==> src/rtl/rx_ring_writer.sv <==
module rx_ring_writer #(
  parameter int PG_W      = 8,
  parameter int MAX_FRAME = 1514,
  parameter int MIN_FRAME = 60
) (
  input  logic            clk,
  input  logic            rst_n,
  input  logic [PG_W-1:0] start_pg,
  input  logic [PG_W-1:0] stop_pg,
  input  logic [PG_W-1:0] bnd_pg,
  input  logic [PG_W-1:0] cur_pg,
  input  logic            stop_cmd,
  input  logic            in_valid,
  input  logic [7:0]      in_data,
  input  logic            in_last,
  output logic            in_ready,
  output logic            mem_we,
  output logic [PG_W+7:0] mem_addr,
  output logic [7:0]      mem_wdata,
  output logic [PG_W-1:0] next_page,
  output logic            rx_irq
);
  localparam int AW    = PG_W + 8;
  localparam int SW    = AW + 2;
  localparam int LEN_W = $clog2(MAX_FRAME + 1) + 1;
  localparam int NEED  = MAX_FRAME + 4;

  typedef enum logic [2:0] {S_IDLE, S_DATA, S_PAD, S_HDR, S_DROP} state_t;
  state_t st;

  logic [AW-1:0]    wp;
  logic [LEN_W-1:0] len;
  logic [1:0]       hidx;
  logic [PG_W-1:0]  base_l, start_l, stop_l;

  logic idle, discard;
  assign idle    = (st == S_IDLE);
  assign discard = (st == S_DROP);

  // free space check at frame start
  logic signed [SW-1:0] s_idx, s_bnd, s_sta, s_stp, avail;
  assign s_idx = $signed({2'b00, cur_pg,   8'h00});
  assign s_bnd = $signed({2'b00, bnd_pg,   8'h00});
  assign s_sta = $signed({2'b00, start_pg, 8'h00});
  assign s_stp = $signed({2'b00, stop_pg,  8'h00});
  assign avail = (s_idx < s_bnd) ? (s_bnd - s_idx) : ((s_stp - s_sta) - (s_idx - s_bnd));

  logic grant;
  assign grant = !stop_cmd && (avail >= $signed(SW'(NEED)));

  // data write address with wrap
  logic [PG_W-1:0] ring_start, ring_stop;
  logic [AW-1:0]   wa, wa_inc, wp_nx;
  assign ring_start = idle ? start_pg : start_l;
  assign ring_stop  = idle ? stop_pg  : stop_l;
  assign wa     = idle ? {cur_pg, 8'h04} : wp;
  assign wa_inc = wa + AW'(1);
  assign wp_nx  = (wa_inc == {ring_stop, 8'h00}) ? {ring_start, 8'h00} : wa_inc;

  // next page and header fields
  logic [LEN_W-1:0] total, len_p1;
  logic [LEN_W:0]   rnd;
  logic [PG_W:0]    np_sum, np_fix;
  logic [PG_W-1:0]  np;
  assign total  = len + LEN_W'(4);
  assign len_p1 = len + LEN_W'(1);
  assign rnd    = {1'b0, len} + (LEN_W+1)'(8 + 255);
  assign np_sum = {1'b0, base_l} + (PG_W+1)'(rnd >> 8);
  assign np_fix = np_sum - {1'b0, stop_l - start_l};
  assign np     = (np_sum >= {1'b0, stop_l}) ? np_fix[PG_W-1:0] : np_sum[PG_W-1:0];

  logic [7:0] hdr_byte;
  always_comb begin
    case (hidx)
      2'd0:    hdr_byte = 8'h01;
      2'd1:    hdr_byte = 8'(np);
      2'd2:    hdr_byte = total[7:0];
      default: hdr_byte = 8'(total >> 8);
    endcase
  end

  assign in_ready = (st == S_IDLE) || (st == S_DATA) || (st == S_DROP);

  always_comb begin
    mem_we    = 1'b0;
    mem_addr  = wa;
    mem_wdata = in_data;
    case (st)
      S_IDLE: mem_we = in_valid && grant;
      S_DATA: mem_we = in_valid;
      S_PAD: begin
        mem_we    = 1'b1;
        mem_wdata = 8'h00;
      end
      S_HDR: begin
        mem_we    = 1'b1;
        mem_addr  = {base_l, 6'b0, hidx};
        mem_wdata = hdr_byte;
      end
      default: mem_we = 1'b0;
    endcase
  end

  always_ff @(posedge clk or negedge rst_n) begin
    if (!rst_n) begin
      st        <= S_IDLE;
      wp        <= '0;
      len       <= '0;
      hidx      <= '0;
      base_l    <= '0;
      start_l   <= '0;
      stop_l    <= '0;
      next_page <= '0;
      rx_irq    <= 1'b0;
    end else begin
      rx_irq <= 1'b0;
      case (st)
        S_IDLE: if (in_valid) begin
          base_l  <= cur_pg;
          start_l <= start_pg;
          stop_l  <= stop_pg;
          len     <= LEN_W'(1);
          hidx    <= '0;
          if (grant) begin
            wp <= wp_nx;
            if (in_last) st <= (MIN_FRAME > 1) ? S_PAD : S_HDR;
            else         st <= S_DATA;
          end else if (!in_last) begin
            st <= S_DROP;
          end
        end
        S_DATA: if (in_valid) begin
          wp  <= wp_nx;
          len <= len_p1;
          if (in_last) st <= (len_p1 < LEN_W'(MIN_FRAME)) ? S_PAD : S_HDR;
        end
        S_PAD: begin
          wp  <= wp_nx;
          len <= len_p1;
          if (len_p1 >= LEN_W'(MIN_FRAME)) st <= S_HDR;
        end
        S_HDR: begin
          hidx <= hidx + 2'd1;
          if (hidx == 2'd3) begin
            st        <= S_IDLE;
            rx_irq    <= 1'b1;
            next_page <= np;
          end
        end
        S_DROP: if (in_valid && in_last) st <= S_IDLE;
        default: st <= S_IDLE;
      endcase
    end
  end
endmodule

==> config.mk <==
export PLATFORM = sky130hd
export DESIGN_NAME = rx_ring_writer
export DESIGN_NICKNAME = d
export VERILOG_FILES = /design/src/rtl/rx_ring_writer.sv
export SDC_FILE = /design/constraint.sdc
export NUM_CORES = 1
export LEC_CHECK = 0
export CAP_MARGIN = 0
export CORE_MARGIN = 2
export CORE_UTILIZATION = 50
export CTS_CLUSTER_SIZE = 25
export DETAILED_ROUTE_END_ITERATION = 10
export PLACE_DENSITY = 0.74
export SLEW_MARGIN = 20
export SYNTH_ARGS = -nofsm -noshare
export SYNTH_HDL_FRONTEND = slang
export SYNTH_SLANG_ARGS = --single-unit
export TNS_END_PERCENT = 100
==> constraint.sdc <==
create_clock -name clk -period 6.45 [get_ports clk]
set_input_delay 0.645 -clock clk [delete_from_list [all_inputs] [get_ports clk]]
set_output_delay 0.645 -clock clk [all_outputs]
set_load 0.05 [all_outputs]
==> flow_summary.toml <==
[place]
place.gp.congestion = 0.933
hpwl_um = 13700
numPortBuffers = 79
placed_area_sq_mm = 0.00770
dp_cells = 1052

[route]
drt_iter0_drc = 623
wl_per_cell_um = 17.0
firstDrtPassIters = 5
antenna_left = 0
vias = 6160
vias_per_cell = 5.76
finalWirelength_um = 18200
drcViolationCount = 0

[worst_setup_path]
worstPathMaxFanout = 9
crit_chain = "inv_1, ha_1, nor2b_1, o211ai_1, xor2_1, ha_1, fa_1, a21o_1, a21oi_2, nor2b_1, o21ai_1, xor2_1, inv_1, ha_1, a2111oi_2, nand2_1, o21ai_0, a31oi_1, a31oi_1, buf_4, mux2_2, a221o_1, a22o_1, buf_4"
critPathCaptureType = "output pin"
start_kind = "flip-flop"
cp_slowest_cell = "a2111oi_2"
crit_top_cell = "ha_1"
arrival_ns = 5.55
critical_path.top_delay_family = "compound AO/OA/AOI/OAI gates"
max_stage_delay_ns = 0.42
worstPathRequired_ns = 5.80
r2r_start = "len[2]$_DFFE_PN0P_"
critical_path_class = "reg2out"
path_buf_inv = 4
crit_start = "len[2]$_DFFE_PN0P_"

[grt]
grt_pass1_wl_um = 29500
grt_pass1_vias = 5761
grt_use_total_pct = 25.7
antenna_found_initial = 0
overflow = 0
grt_max_degree = 67

[cts]
clk_pin_slew_ns = 0.06
ctsHoldBuffers = 0
cts_root_buf = "clkbuf_16"
cts-buffers-inserted = 9
cts_sinks = 66
ctsHtreeMaxLevel = 3
cts_max_path_buffers = 2
cts_tree = "done"
clock_latency_ns = 0.34

[layout]
final_cell_mix = "77 x inv_1, 70 x nand2_1, 69 x clkdlybuf4s50_1"
nets = 1009
syn_to_final_growth_pct = 19.4
design_area_sq_mm = 0.00807
final_cells = 1069
num_antenna_cells = 0
final_common_cell = "inv_1"
layout-drive-gt1-share_pct = 9.41

[run_status]
status = "finished clean"

[floorplanning]
core_sq_mm = 0.0132
io_pins = 80
rows = 42
initial_core_util_pct = 51.1
die_y_um = 120
chipWidth_um = 120
die_area_sq_mm = 0.0145

[sta]
clock.fmax_ghz = 0.161
maxSlewViolCount = 0
rsz0062_at_grt = "no"
period_minus_slack_ns = 6.20
hold_viol = 0
tightestPinTransition_ns = 0.879
min_period_over_period_pct = 96.1
finalSetupTns_ns = 0
finalSetupViolations = 0
max_slew_margin_pct = 40.9
skew_ns = 0.00964

[synth]
syn_area_sq_mm = 0.00676
yosys.area.top_type = "dfrtp_1"
synth_seq_cells = 66
synth_edf_count = 0
syn_nets = 944
syn_area_per_cell_sq_um = 8.21
synth.distinct_cells = 63
synth_top_area_share_pct = 24.4
synth_warnings = 0
synthTopCellsByArea = "dfrtp_1 24%, ha_1 12%, xnor2_1 4.9%"
synthArstFlopShare_pct = 100
synthFlopType = "dfrtp_1"
synthCells = 824
yosysSeqAreaShare_pct = 24.4

[worst_hold_path]
hold_class = "reg2reg"
worstHoldStart = "next_page[4]$_DFFE_PN0P_"

[power_and_ir_drop]
power.density_mw_per_mm2 = 511
p_leak_nw = 3.67
ir_drop_v = 0.000506

[flow_run]
cap_violations = 0
-- path summary, 6_finish.rpt --
check	end	slack, ns	cells past startpoint
setup / recovery	mem_wdata[3]	0.25	24
hold reg to reg	next_page[4]$_DFFE_PN0P_	0.48	2
setup reg to reg	next_page[7]$_DFFE_PN0P_	1.66	23
hold / removal	next_page[4]$_DFFE_PN0P_	0.48	2
max in group asynchronous	len[2]$_DFFE_PN0P_	5.34	2
min in group asynchronous	len[5]$_DFFE_PN0P_	0.52	2
-- layout make-up --
cell class,instances,area [sq um]
sequential,66,1660
multi-input combinational,643,4680
clock buffer,11,253
timing repair buffer,91,896
tap,176,220
fill,1189,5170
clock inverter,4,75.1
inverter,78,293
-- kinds of logic after synthesis --
kind of cell / Yosys count / share of synthesized area (%)
mux: 54 / 8.86
xor+xnor: 66 / 8.55
compound gates: 212 / 19.8
buf+inv: 115 / 6.79
simple gates: 235 / 16.2
fa+ha+maj: 76 / 15.4
flops: 66 / 24.4
-- power by group --
part / total [mW] / internal (mW) / switching, mW
clock network: 0.545 / 0.357 / 0.187
registers: 0.766 / 0.558 / 0.208
logic: 2.81 / 1.19 / 1.62
total: 4.12 / 2.11 / 2.02
-- sequential cells by signal, indices dropped and copies added (netlist names) --
name	flops
st	3
wp	16
len	12
rx_irq	1
next_page	8
stop_l	8
base_l	8
start_l	8
hidx	2
-- metal layers --
layer | GRT usage [%] | vias up | part of all wire [%]
met3 | 3.35 | 18 | 6.3
met2 | 38.8 | 215 | 44
met4 | 5.67 | 0 | 1.4
li1 | - | 3036 | -
met5 | 0 | - | 0
met1 | 39.2 | 2891 | 48
-- through the flow --
step                utilization [%]  power [mW]  hold slack (ns)  setup WS, ns
floorplan                         -        2.80            0.349         0.519
global placement               58.2        3.48            0.470         0.424
detailed placement             58.2        3.52            0.461         0.297
CTS                            60.7        4.10            0.488        0.0366
global route                   61.0        4.46            0.514       0.00712
finish                         61.0        4.12            0.479         0.252
-- synth_stat cells, types with 5 or more instances --
library cell / instances
a22o_1: 6
nor4_1: 5
nor2_1: 69
xor2_1: 28
clkbuf_1: 27
nand3_1: 22
o21ai_1: 5
a31oi_1: 13
mux2_2: 29
o31ai_1: 7
o21ai_0: 58
nand2_1: 70
nor3_1: 18
mux2i_1: 22
inv_1: 77
o21a_1: 7
xnor2_1: 38
or3_1: 5
ha_1: 63
dfrtp_1: 66
and3_1: 5
fa_1: 12
nand2b_1: 9
o21bai_1: 8
a21o_1: 11
nand4_1: 9
nor2b_1: 7
o221ai_1: 6
a21oi_1: 52
-- worst reg2reg max path: stages, from the launching register on --
cell and delay [ns]:
dfrtp_2 0.41, inv_1 0.07, ha_1 0.19, nor2b_1 0.13
o211ai_1 0.29, xor2_1 0.12, ha_1 0.22, fa_1 0.40
a21o_1 0.19, a21oi_2 0.19, nor2b_1 0.07, o21ai_1 0.21
xor2_1 0.23, inv_1 0.10, ha_1 0.22, a2111oi_2 0.42
nand2_1 0.11, o21ai_0 0.10, a31oi_1 0.09, a31oi_1 0.19
buf_4 0.20, nor2_1 0.07, xnor2_1 0.29, o21ai_0 0.16
-- timing repair --
| action | in CTS | in global routing |
|---|---|---|
| setup endpoints to repair | 4 | 8 |
| pin swaps | 0 | 1 |
| buffers inserted | 0 | 2 |
| resized for setup | 3 | 9 |
Note: power is estimated with default switching activity, not from simulation.
